===== config.mk =====
export PLATFORM = sky130hd
export DESIGN_NAME = eeprom_wr_ctrl
export DESIGN_NICKNAME = d
export VERILOG_FILES = /design/src/rtl/eewc_pkg.sv /design/src/rtl/eewc_unlock.sv /design/src/rtl/eewc_prog_timer.sv /design/src/rtl/eewc_array.sv /design/src/rtl/eeprom_wr_ctrl.sv
export SDC_FILE = /design/constraint.sdc
export NUM_CORES = 1
export LEC_CHECK = 0
export ABC_AREA = 1
export BUFFER_PORTS_ARGS = -buffer_cell sky130_fd_sc_hd__buf_2
export CORE_ASPECT_RATIO = 1.75
export CORE_MARGIN = 8
export CORE_UTILIZATION = 40
export DETAILED_ROUTE_END_ITERATION = 8
export GPL_TIMING_DRIVEN = 0
export PLACE_DENSITY_LB_ADDON = 0.2
export RECOVER_POWER = 25
export SLEW_MARGIN = 10
export SYNTH_ARGS = -nofsm -noshare
export SYNTH_HDL_FRONTEND = slang
export SYNTH_HIERARCHICAL = 1
export SYNTH_SLANG_ARGS = --single-unit

===== constraint.sdc =====
create_clock -name clk -period 4.61 [get_ports clk]
set_input_delay 0.922 -clock clk [delete_from_list [all_inputs] [get_ports clk]]
set_output_delay 0.922 -clock clk [all_outputs]
set_load 0.005 [all_outputs]

===== src/rtl/eewc_pkg.sv =====
package eewc_pkg;

  typedef enum logic [1:0] {
    MODE_ATOMIC = 2'b00,
    MODE_ERASE  = 2'b01,
    MODE_WRITE  = 2'b10,
    MODE_RSVD   = 2'b11
  } prog_mode_e;

  typedef enum logic [1:0] {
    SEL_CTRL = 2'd0,
    SEL_ADDR = 2'd1,
    SEL_DATA = 2'd2,
    SEL_CELL = 2'd3
  } reg_sel_e;

  localparam int unsigned CTL_GO      = 0;
  localparam int unsigned CTL_ARM     = 1;
  localparam int unsigned CTL_IEN     = 2;
  localparam int unsigned CTL_MODE_LO = 4;
  localparam int unsigned CTL_MODE_HI = 5;

endpackage


===== src/rtl/eewc_unlock.sv =====
module eewc_unlock #(
  parameter int unsigned WINDOW = 4
) (
  input  logic clk,
  input  logic por_n,
  input  logic rst_n,
  input  logic arm_set,
  input  logic arm_use,
  output logic arm_o
);
  localparam int unsigned TW = (WINDOW > 1) ? $clog2(WINDOW) : 1;

  logic [TW-1:0] left_q;

  always_ff @(posedge clk or negedge por_n) begin
    if (!por_n) begin
      arm_o  <= 1'b0;
      left_q <= '0;
    end else if (!rst_n || arm_use) begin
      arm_o  <= 1'b0;
      left_q <= '0;
    end else if (arm_set) begin
      arm_o  <= 1'b1;
      left_q <= TW'(WINDOW - 1);
    end else if (arm_o) begin
      if (left_q == '0) arm_o <= 1'b0;
      else              left_q <= left_q - 1'b1;
    end
  end

  // checker counter: cycles the arm bit has been high since its last request
  logic [TW:0] held_q;
  always_ff @(posedge clk or negedge por_n) begin
    if (!por_n)       held_q <= '0;
    else if (arm_set) held_q <= (TW+1)'(1);
    else if (arm_o)   held_q <= held_q + 1'b1;
    else              held_q <= '0;
  end


  arm_window_chk: assert property (@(posedge clk) disable iff (!por_n)
    arm_o |-> held_q <= (TW+1)'(WINDOW));


  arm_rise_chk: assert property (@(posedge clk) disable iff (!por_n)
    $rose(arm_o) |-> $past(arm_set));

endmodule


===== src/rtl/eewc_prog_timer.sv =====
module eewc_prog_timer
  import eewc_pkg::*;
#(
  parameter int unsigned     CNT_W  = 20,
  parameter longint unsigned T_ATOM = 34,
  parameter longint unsigned T_SPLIT = 18
) (
  input  logic       clk,
  input  logic       por_n,
  input  logic       start,
  input  prog_mode_e start_mode,
  output logic       busy_o,
  output logic       done_o
);
  logic [CNT_W-1:0] cnt_q;
  logic [CNT_W-1:0] load_val;

  always_comb begin
    if (start_mode == MODE_ATOMIC) load_val = CNT_W'(T_ATOM - 1);
    else                           load_val = CNT_W'(T_SPLIT - 1);
  end

  always_ff @(posedge clk or negedge por_n) begin
    if (!por_n) begin
      busy_o <= 1'b0;
      cnt_q  <= '0;
    end else if (start) begin
      busy_o <= 1'b1;
      cnt_q  <= load_val;
    end else if (busy_o) begin
      if (cnt_q == '0) busy_o <= 1'b0;
      else             cnt_q  <= cnt_q - 1'b1;
    end
  end

  assign done_o = busy_o && (cnt_q == '0);


  start_busy_chk: assert property (@(posedge clk) disable iff (!por_n)
    start |=> busy_o);


  hold_busy_chk: assert property (@(posedge clk) disable iff (!por_n)
    (busy_o && !done_o) |=> busy_o);


  done_idle_chk: assert property (@(posedge clk) disable iff (!por_n)
    done_o |=> !busy_o);


  no_restart_chk: assert property (@(posedge clk) disable iff (!por_n)
    busy_o |-> !start);

endmodule


===== src/rtl/eewc_array.sv =====
module eewc_array
  import eewc_pkg::*;
#(
  parameter int unsigned ADDR_W = 4,
  parameter int unsigned DATA_W = 8
) (
  input  logic              clk,
  input  logic              por_n,
  input  logic              start,
  input  logic [ADDR_W-1:0] start_addr,
  input  logic [DATA_W-1:0] start_data,
  input  prog_mode_e        start_mode,
  input  logic              commit,
  input  logic [ADDR_W-1:0] peek_addr,
  output logic [DATA_W-1:0] peek_data
);
  localparam int unsigned DEPTH = 1 << ADDR_W;

  logic [ADDR_W-1:0] job_addr;
  logic [DATA_W-1:0] job_data;
  prog_mode_e        job_mode;
  logic [DATA_W-1:0] cells [DEPTH];
  logic [DATA_W-1:0] old_val;
  logic [DATA_W-1:0] new_val;

  always_ff @(posedge clk or negedge por_n) begin
    if (!por_n) begin
      job_addr <= '0;
      job_data <= '0;
      job_mode <= MODE_ATOMIC;
    end else if (start) begin
      job_addr <= start_addr;
      job_data <= start_data;
      job_mode <= start_mode;
    end
  end

  assign old_val = cells[job_addr];

  always_comb begin
    case (job_mode)
      MODE_ATOMIC: new_val = job_data;
      MODE_ERASE:  new_val = '1;
      MODE_WRITE:  new_val = old_val & job_data;
      default:     new_val = old_val;
    endcase
  end

  for (genvar i = 0; i < DEPTH; i++) begin : g_cell
    logic [DATA_W-1:0] q;
    always_ff @(posedge clk or negedge por_n) begin
      if (!por_n)                                  q <= '1;
      else if (commit && job_addr == ADDR_W'(i))   q <= new_val;
    end
    assign cells[i] = q;
  end

  assign peek_data = cells[peek_addr];


  rsvd_start_chk: assert property (@(posedge clk) disable iff (!por_n)
    start |-> start_mode != MODE_RSVD);


  job_frozen_chk: assert property (@(posedge clk) disable iff (!por_n)
    (!start && !$past(start)) |-> $stable(job_addr));

endmodule


===== src/rtl/eeprom_wr_ctrl.sv =====
module eeprom_wr_ctrl
  import eewc_pkg::*;
#(
  parameter int unsigned CLK_HZ     = 200_000_000,
  parameter int unsigned ADDR_W     = 4,
  parameter int unsigned DATA_W     = 8,
  parameter int unsigned ARM_WINDOW = 4
) (
  input  logic              clk,
  input  logic              por_n,
  input  logic              rst_n,
  input  logic              wr_en,
  input  logic [1:0]        wr_sel,
  input  logic [DATA_W-1:0] wr_data,
  input  logic [1:0]        rd_sel,
  output logic [DATA_W-1:0] rd_data,
  input  logic              flash_busy,
  input  logic              gie,
  output logic              ready_irq
);
  localparam longint unsigned T_ATOM_RAW  = (longint'(CLK_HZ) * 34 + 9999) / 10000;
  localparam longint unsigned T_SPLIT_RAW = (longint'(CLK_HZ) * 18 + 9999) / 10000;
  localparam longint unsigned T_ATOM  = (T_ATOM_RAW  > 0) ? T_ATOM_RAW  : 1;
  localparam longint unsigned T_SPLIT = (T_SPLIT_RAW > 0) ? T_SPLIT_RAW : 1;
  localparam int unsigned     CNT_W   = $clog2(T_ATOM + 1);

  prog_mode_e        mode_q;
  logic              ien_q;
  logic [ADDR_W-1:0] addr_q;
  logic [DATA_W-1:0] data_q;
  logic              arm;
  logic              busy;
  logic              done;
  logic              ctl_wr;
  logic              start;
  logic              arm_set;
  prog_mode_e        req_mode;
  logic [DATA_W-1:0] cell_val;
  logic [DATA_W-1:0] ctrl_rb;

  assign ctl_wr   = wr_en && rst_n && (reg_sel_e'(wr_sel) == SEL_CTRL);
  assign req_mode = prog_mode_e'(wr_data[CTL_MODE_HI:CTL_MODE_LO]);
  assign start    = ctl_wr && wr_data[CTL_GO] && arm && !busy && !flash_busy
                    && (req_mode != MODE_RSVD);
  assign arm_set  = ctl_wr && wr_data[CTL_ARM] && !wr_data[CTL_GO];

  always_ff @(posedge clk or negedge por_n) begin
    if (!por_n) begin
      mode_q <= MODE_ATOMIC;
      ien_q  <= 1'b0;
      addr_q <= '0;
      data_q <= '0;
    end else if (!rst_n) begin
      ien_q  <= 1'b0;
      addr_q <= '0;
      data_q <= '0;
      if (!busy) mode_q <= MODE_ATOMIC;
    end else if (wr_en) begin
      case (reg_sel_e'(wr_sel))
        SEL_CTRL: begin
          ien_q <= wr_data[CTL_IEN];
          if (!busy) mode_q <= req_mode;
        end
        SEL_ADDR: addr_q <= wr_data[ADDR_W-1:0];
        SEL_DATA: data_q <= wr_data;
        default: ;
      endcase
    end
  end

  eewc_unlock #(
    .WINDOW (ARM_WINDOW)
  ) u_unlock (
    .clk     (clk),
    .por_n   (por_n),
    .rst_n   (rst_n),
    .arm_set (arm_set),
    .arm_use (start),
    .arm_o   (arm)
  );

  eewc_prog_timer #(
    .CNT_W   (CNT_W),
    .T_ATOM  (T_ATOM),
    .T_SPLIT (T_SPLIT)
  ) u_timer (
    .clk        (clk),
    .por_n      (por_n),
    .start      (start),
    .start_mode (req_mode),
    .busy_o     (busy),
    .done_o     (done)
  );

  eewc_array #(
    .ADDR_W (ADDR_W),
    .DATA_W (DATA_W)
  ) u_array (
    .clk        (clk),
    .por_n      (por_n),
    .start      (start),
    .start_addr (addr_q),
    .start_data (data_q),
    .start_mode (req_mode),
    .commit     (done),
    .peek_addr  (addr_q),
    .peek_data  (cell_val)
  );

  always_comb begin
    ctrl_rb = '0;
    ctrl_rb[CTL_GO]  = busy;
    ctrl_rb[CTL_ARM] = arm;
    ctrl_rb[CTL_IEN] = ien_q;
    ctrl_rb[CTL_MODE_HI:CTL_MODE_LO] = mode_q;
  end

  always_comb begin
    case (reg_sel_e'(rd_sel))
      SEL_CTRL: rd_data = ctrl_rb;
      SEL_ADDR: rd_data = DATA_W'(addr_q);
      SEL_DATA: rd_data = data_q;
      default:  rd_data = cell_val;
    endcase
  end

  assign ready_irq = ien_q && gie && !busy;


  no_arm_chk: assert property (@(posedge clk) disable iff (!por_n)
    (!arm && !busy) |=> !busy);


  flash_hold_chk: assert property (@(posedge clk) disable iff (!por_n)
    (flash_busy && !busy) |=> !busy);


  mode_freeze_chk: assert property (@(posedge clk) disable iff (!por_n)
    busy |=> $stable(mode_q));


  irq_quiet_chk: assert property (@(posedge clk) disable iff (!por_n)
    busy |-> !ready_irq);


  warm_mode_chk: assert property (@(posedge clk) disable iff (!por_n)
    (!rst_n && !busy) |=> mode_q == MODE_ATOMIC);

endmodule


==> metrics.txt <==
WL per Instance=23.4 um; Leak=5.53 nW; Core Region=0.0271 sq mm; placed cells=1956; Arr. time, crit path=3420 ps; TNS Setup=0 ps; Period minus WS final=4340 ps; CTS clk-pin slew, worst paths=70 ps; Worst Skew=7.73 ps; Syn. warnings=6; worst ir drop on vdd=289 uV; DIE AREA=0.0332 sq mm; Initial Util=40.5%; initial antenna violation count=0; R2R setup slack=1610 ps; Die Ht=235 um; Initial DRC Count=912; # DRC=0; Post-Syn Instances=1560; Hold EP=u_array/g_cell[6].q[4]; synth unique cells=42; R2R depth=13; internal power=2.35 mW; # port buffers=26; Avg Cell Area, Syn=7.04 sq um; GRT Util Overall=28.7%; ranking of synthesized cells by area=dfstp_2 (31%), nand2_1 (21%), dfrtp_1 (12%); layout net count=1627; CTS Root Buffer Type=clkbuf_16; Post-CTS Setup Inserts=0; combinational power share=4.9%; worst slew pin tran=2120 ps; largest net degree at the start of global routing=102; largest fanout on the critical path=10; Worst Hold Depth=2; Setup crit start kind=register; fin. max-slew vios=81; Net Sw Frac=26.9%; global-route wire length before repair=69.2 mm; clock group share of total power=45.2%; sequential power share=49.9%; top_reg_cell synth=dfstp_2; top-level port count=27; WL final=46.6 mm; Hold Slack=470 ps; syn_nets=1581; fin crit share=94.2%; fmax=230 MHz; Psw=867 uW; Post-Layout Cell Count=1990; Seq/Total Area, Yosys=42.7%; via count of the first global-routing pass=11000; Hold Crit Class=reg -> reg; status=finished, violations left; Pre-antenna DRT Iters=7; worst r2r dst=u_array/g_cell[15].q[2]; hpwl dp=33.8 mm; cell taking the most area after synthesis=dfstp_2; Cell Rows=80; flops & latches, synth=181; hold wc startpoint=u_array/g_cell[6].q[4]; Hold Vio Cnt, Final=0; max cap viols=1; failing checks=max-capacitance violations, max-slew violations; Routed Antenna Nets=0; worst rel slew slack=-41.1%; Tot Pwr=3.22 mW; number of fillers in the final layout=2926; RSZ-0062 raised after global routing=no; crit end category=output pin; CTS sink cnt=181; fraction of layout cells with a size suffix above 1=17.7%; Final Wtd Congestion=0.983; # setup viols final=0; P&R area growth vs syn=10.4%; CTS hold repair buffers=0; critical path class=reg -> out; r2r startpoint=u_timer/cnt_q[0]; clock latency on the worst-skew pair=460 ps; PD cells=265 mW/mm^2; CTS tree=yes; Synth Cell Area=0.0110 sq mm; Post-synth EDFFs=0; CTS Buf Count=17; Req. time, crit path=3690 ps; setup slack after layout=268 ps; vias=11100; total congestion overflow=0; Resize count post-CTS=0; die span in x=141 um; vias per cell=5.56; DP Worst Slack=884 ps; top cell type's share of synthesized area=30.6%; CTS H-tree depth=4; Synth async-reset ratio=100%; deepest clock path buffer count=2
kinds of logic (layout without fill, tap and decap cells):
group                    count (synthesis)  after routing  synth area share [%]
buffers and inverters                  174            233                  7.26
adder cells (fa/ha/maj)                  3              3                 0.342
XOR/XNOR                                 3              3                 0.239
AO/OA/AOI/OAI                          175            175                  9.01
other                                    0              2                     0
flip-flops                             181            181                  42.7
AND/OR/NAND/NOR                       1024           1024                  40.5
how the worst max path moves through the flow:
| stage | start | to | slack [ps] |
|---|---|---|---|
| detailed placement | addr_q[1] | rd_data[0] | 880 |
| global route | addr_q[1] | rd_data[0] | 140 |
| floorplan | addr_q[0] | rd_data[7] | 2050 |
| global placement | por_n | u_array/job_data[2] | -380 |
| CTS | addr_q[1] | rd_data[0] | 370 |
| finish | addr_q[0] | rd_data[3] | 270 |
flip-flops by register name, indices dropped and copies added (netlist names):
signal / cells
u_timer/busy_o: 1
u_array/g_cell.q: 128
ien_q: 1
u_array/job_mode: 2
u_array/job_data: 8
mode_q: 2
u_unlock/arm_o: 1
u_unlock/left_q: 2
addr_q: 4
u_timer/cnt_q: 20
u_array/job_addr: 4
data_q: 8
synth_stat cells, types with 3 or more instances:
cell / number
nor2_4: 9
dfstp_2: 128
nand3_2: 10
nor2_2: 23
a21oi_1: 27
clkbuf_1: 33
nand3_1: 196
inv_1: 96
buf_2: 16
inv_2: 8
o211ai_1: 12
dfrtp_1: 53
o221ai_1: 16
o21ai_0: 95
buf_4: 4
buf_6: 12
nand2_2: 16
ha_1: 3
nand3b_1: 5
nand2_1: 618
o22ai_1: 5
nor2_1: 124
o21ai_1: 15
nand4_1: 13
cell type report:
type / count / area [sq um] / share of cell area [%]
inverters: 107 / 404 / 3.33
repair buffers: 27 / 155 / 1.28
clock inverters: 15 / 130 / 1.07
multi-input cells: 1205 / 5480 / 45.2
flip-flops and latches: 181 / 4690 / 38.7
well taps: 369 / 462 / 3.81
plain buffers: 67 / 377 / 3.11
diodes: 2 / 5.00 / 0.0413
clock buffers: 17 / 425 / 3.51
layout by cell type (no fill, tap or decap), types with 14 or more instances in the layout:
cell	n
a21oi_1	27
nor2_2	23
inv_1	97
nor2_1	124
nand3_1	196
dfrtp_1	53
nand2_2	14
nand2_1	620
clkbuf_16	17
o21ai_0	99
dfstp_2	128
clkbuf_1	36
buf_2	39
o221ai_1	16
worst max-delay path: stages (launching register included):
cell and delay (ps):
dfrtp_1 430, buf_2 240, inv_1 90, buf_2 280, clkbuf_1 700, o21ai_0 170
o221ai_1 380, nand3_1 230, nand2_1 160, nand2_1 70, nand3_1 80, buf_2 120
stage by stage:
step	utilization, %	area [sq um]
floorplan	-	11000
global placement	42.7	11600
detailed placement	42.8	11600
CTS	44.9	12200
global route	44.7	12100
finish	44.7	12100
per-layer routing:
metal	part of all wire [%]	GRT usage (%)
met3	5.0	4.24
met4	7.7	21.8
met1	36	30.3
met2	51	50.2
met5	0	0
power groups by stage:
stage                     Combinational, mW  Clock (mW)  Sequential [mW]
final                                 0.158        1.45             1.61
after global routing                  0.174        1.53             1.61
after CTS                             0.163        1.49             1.61
after detailed placement              0.162           0             1.63
after global placement                0.157           0             1.63
after floorplan                      0.0695           0             1.63
Power figures use the tool's default switching activity.
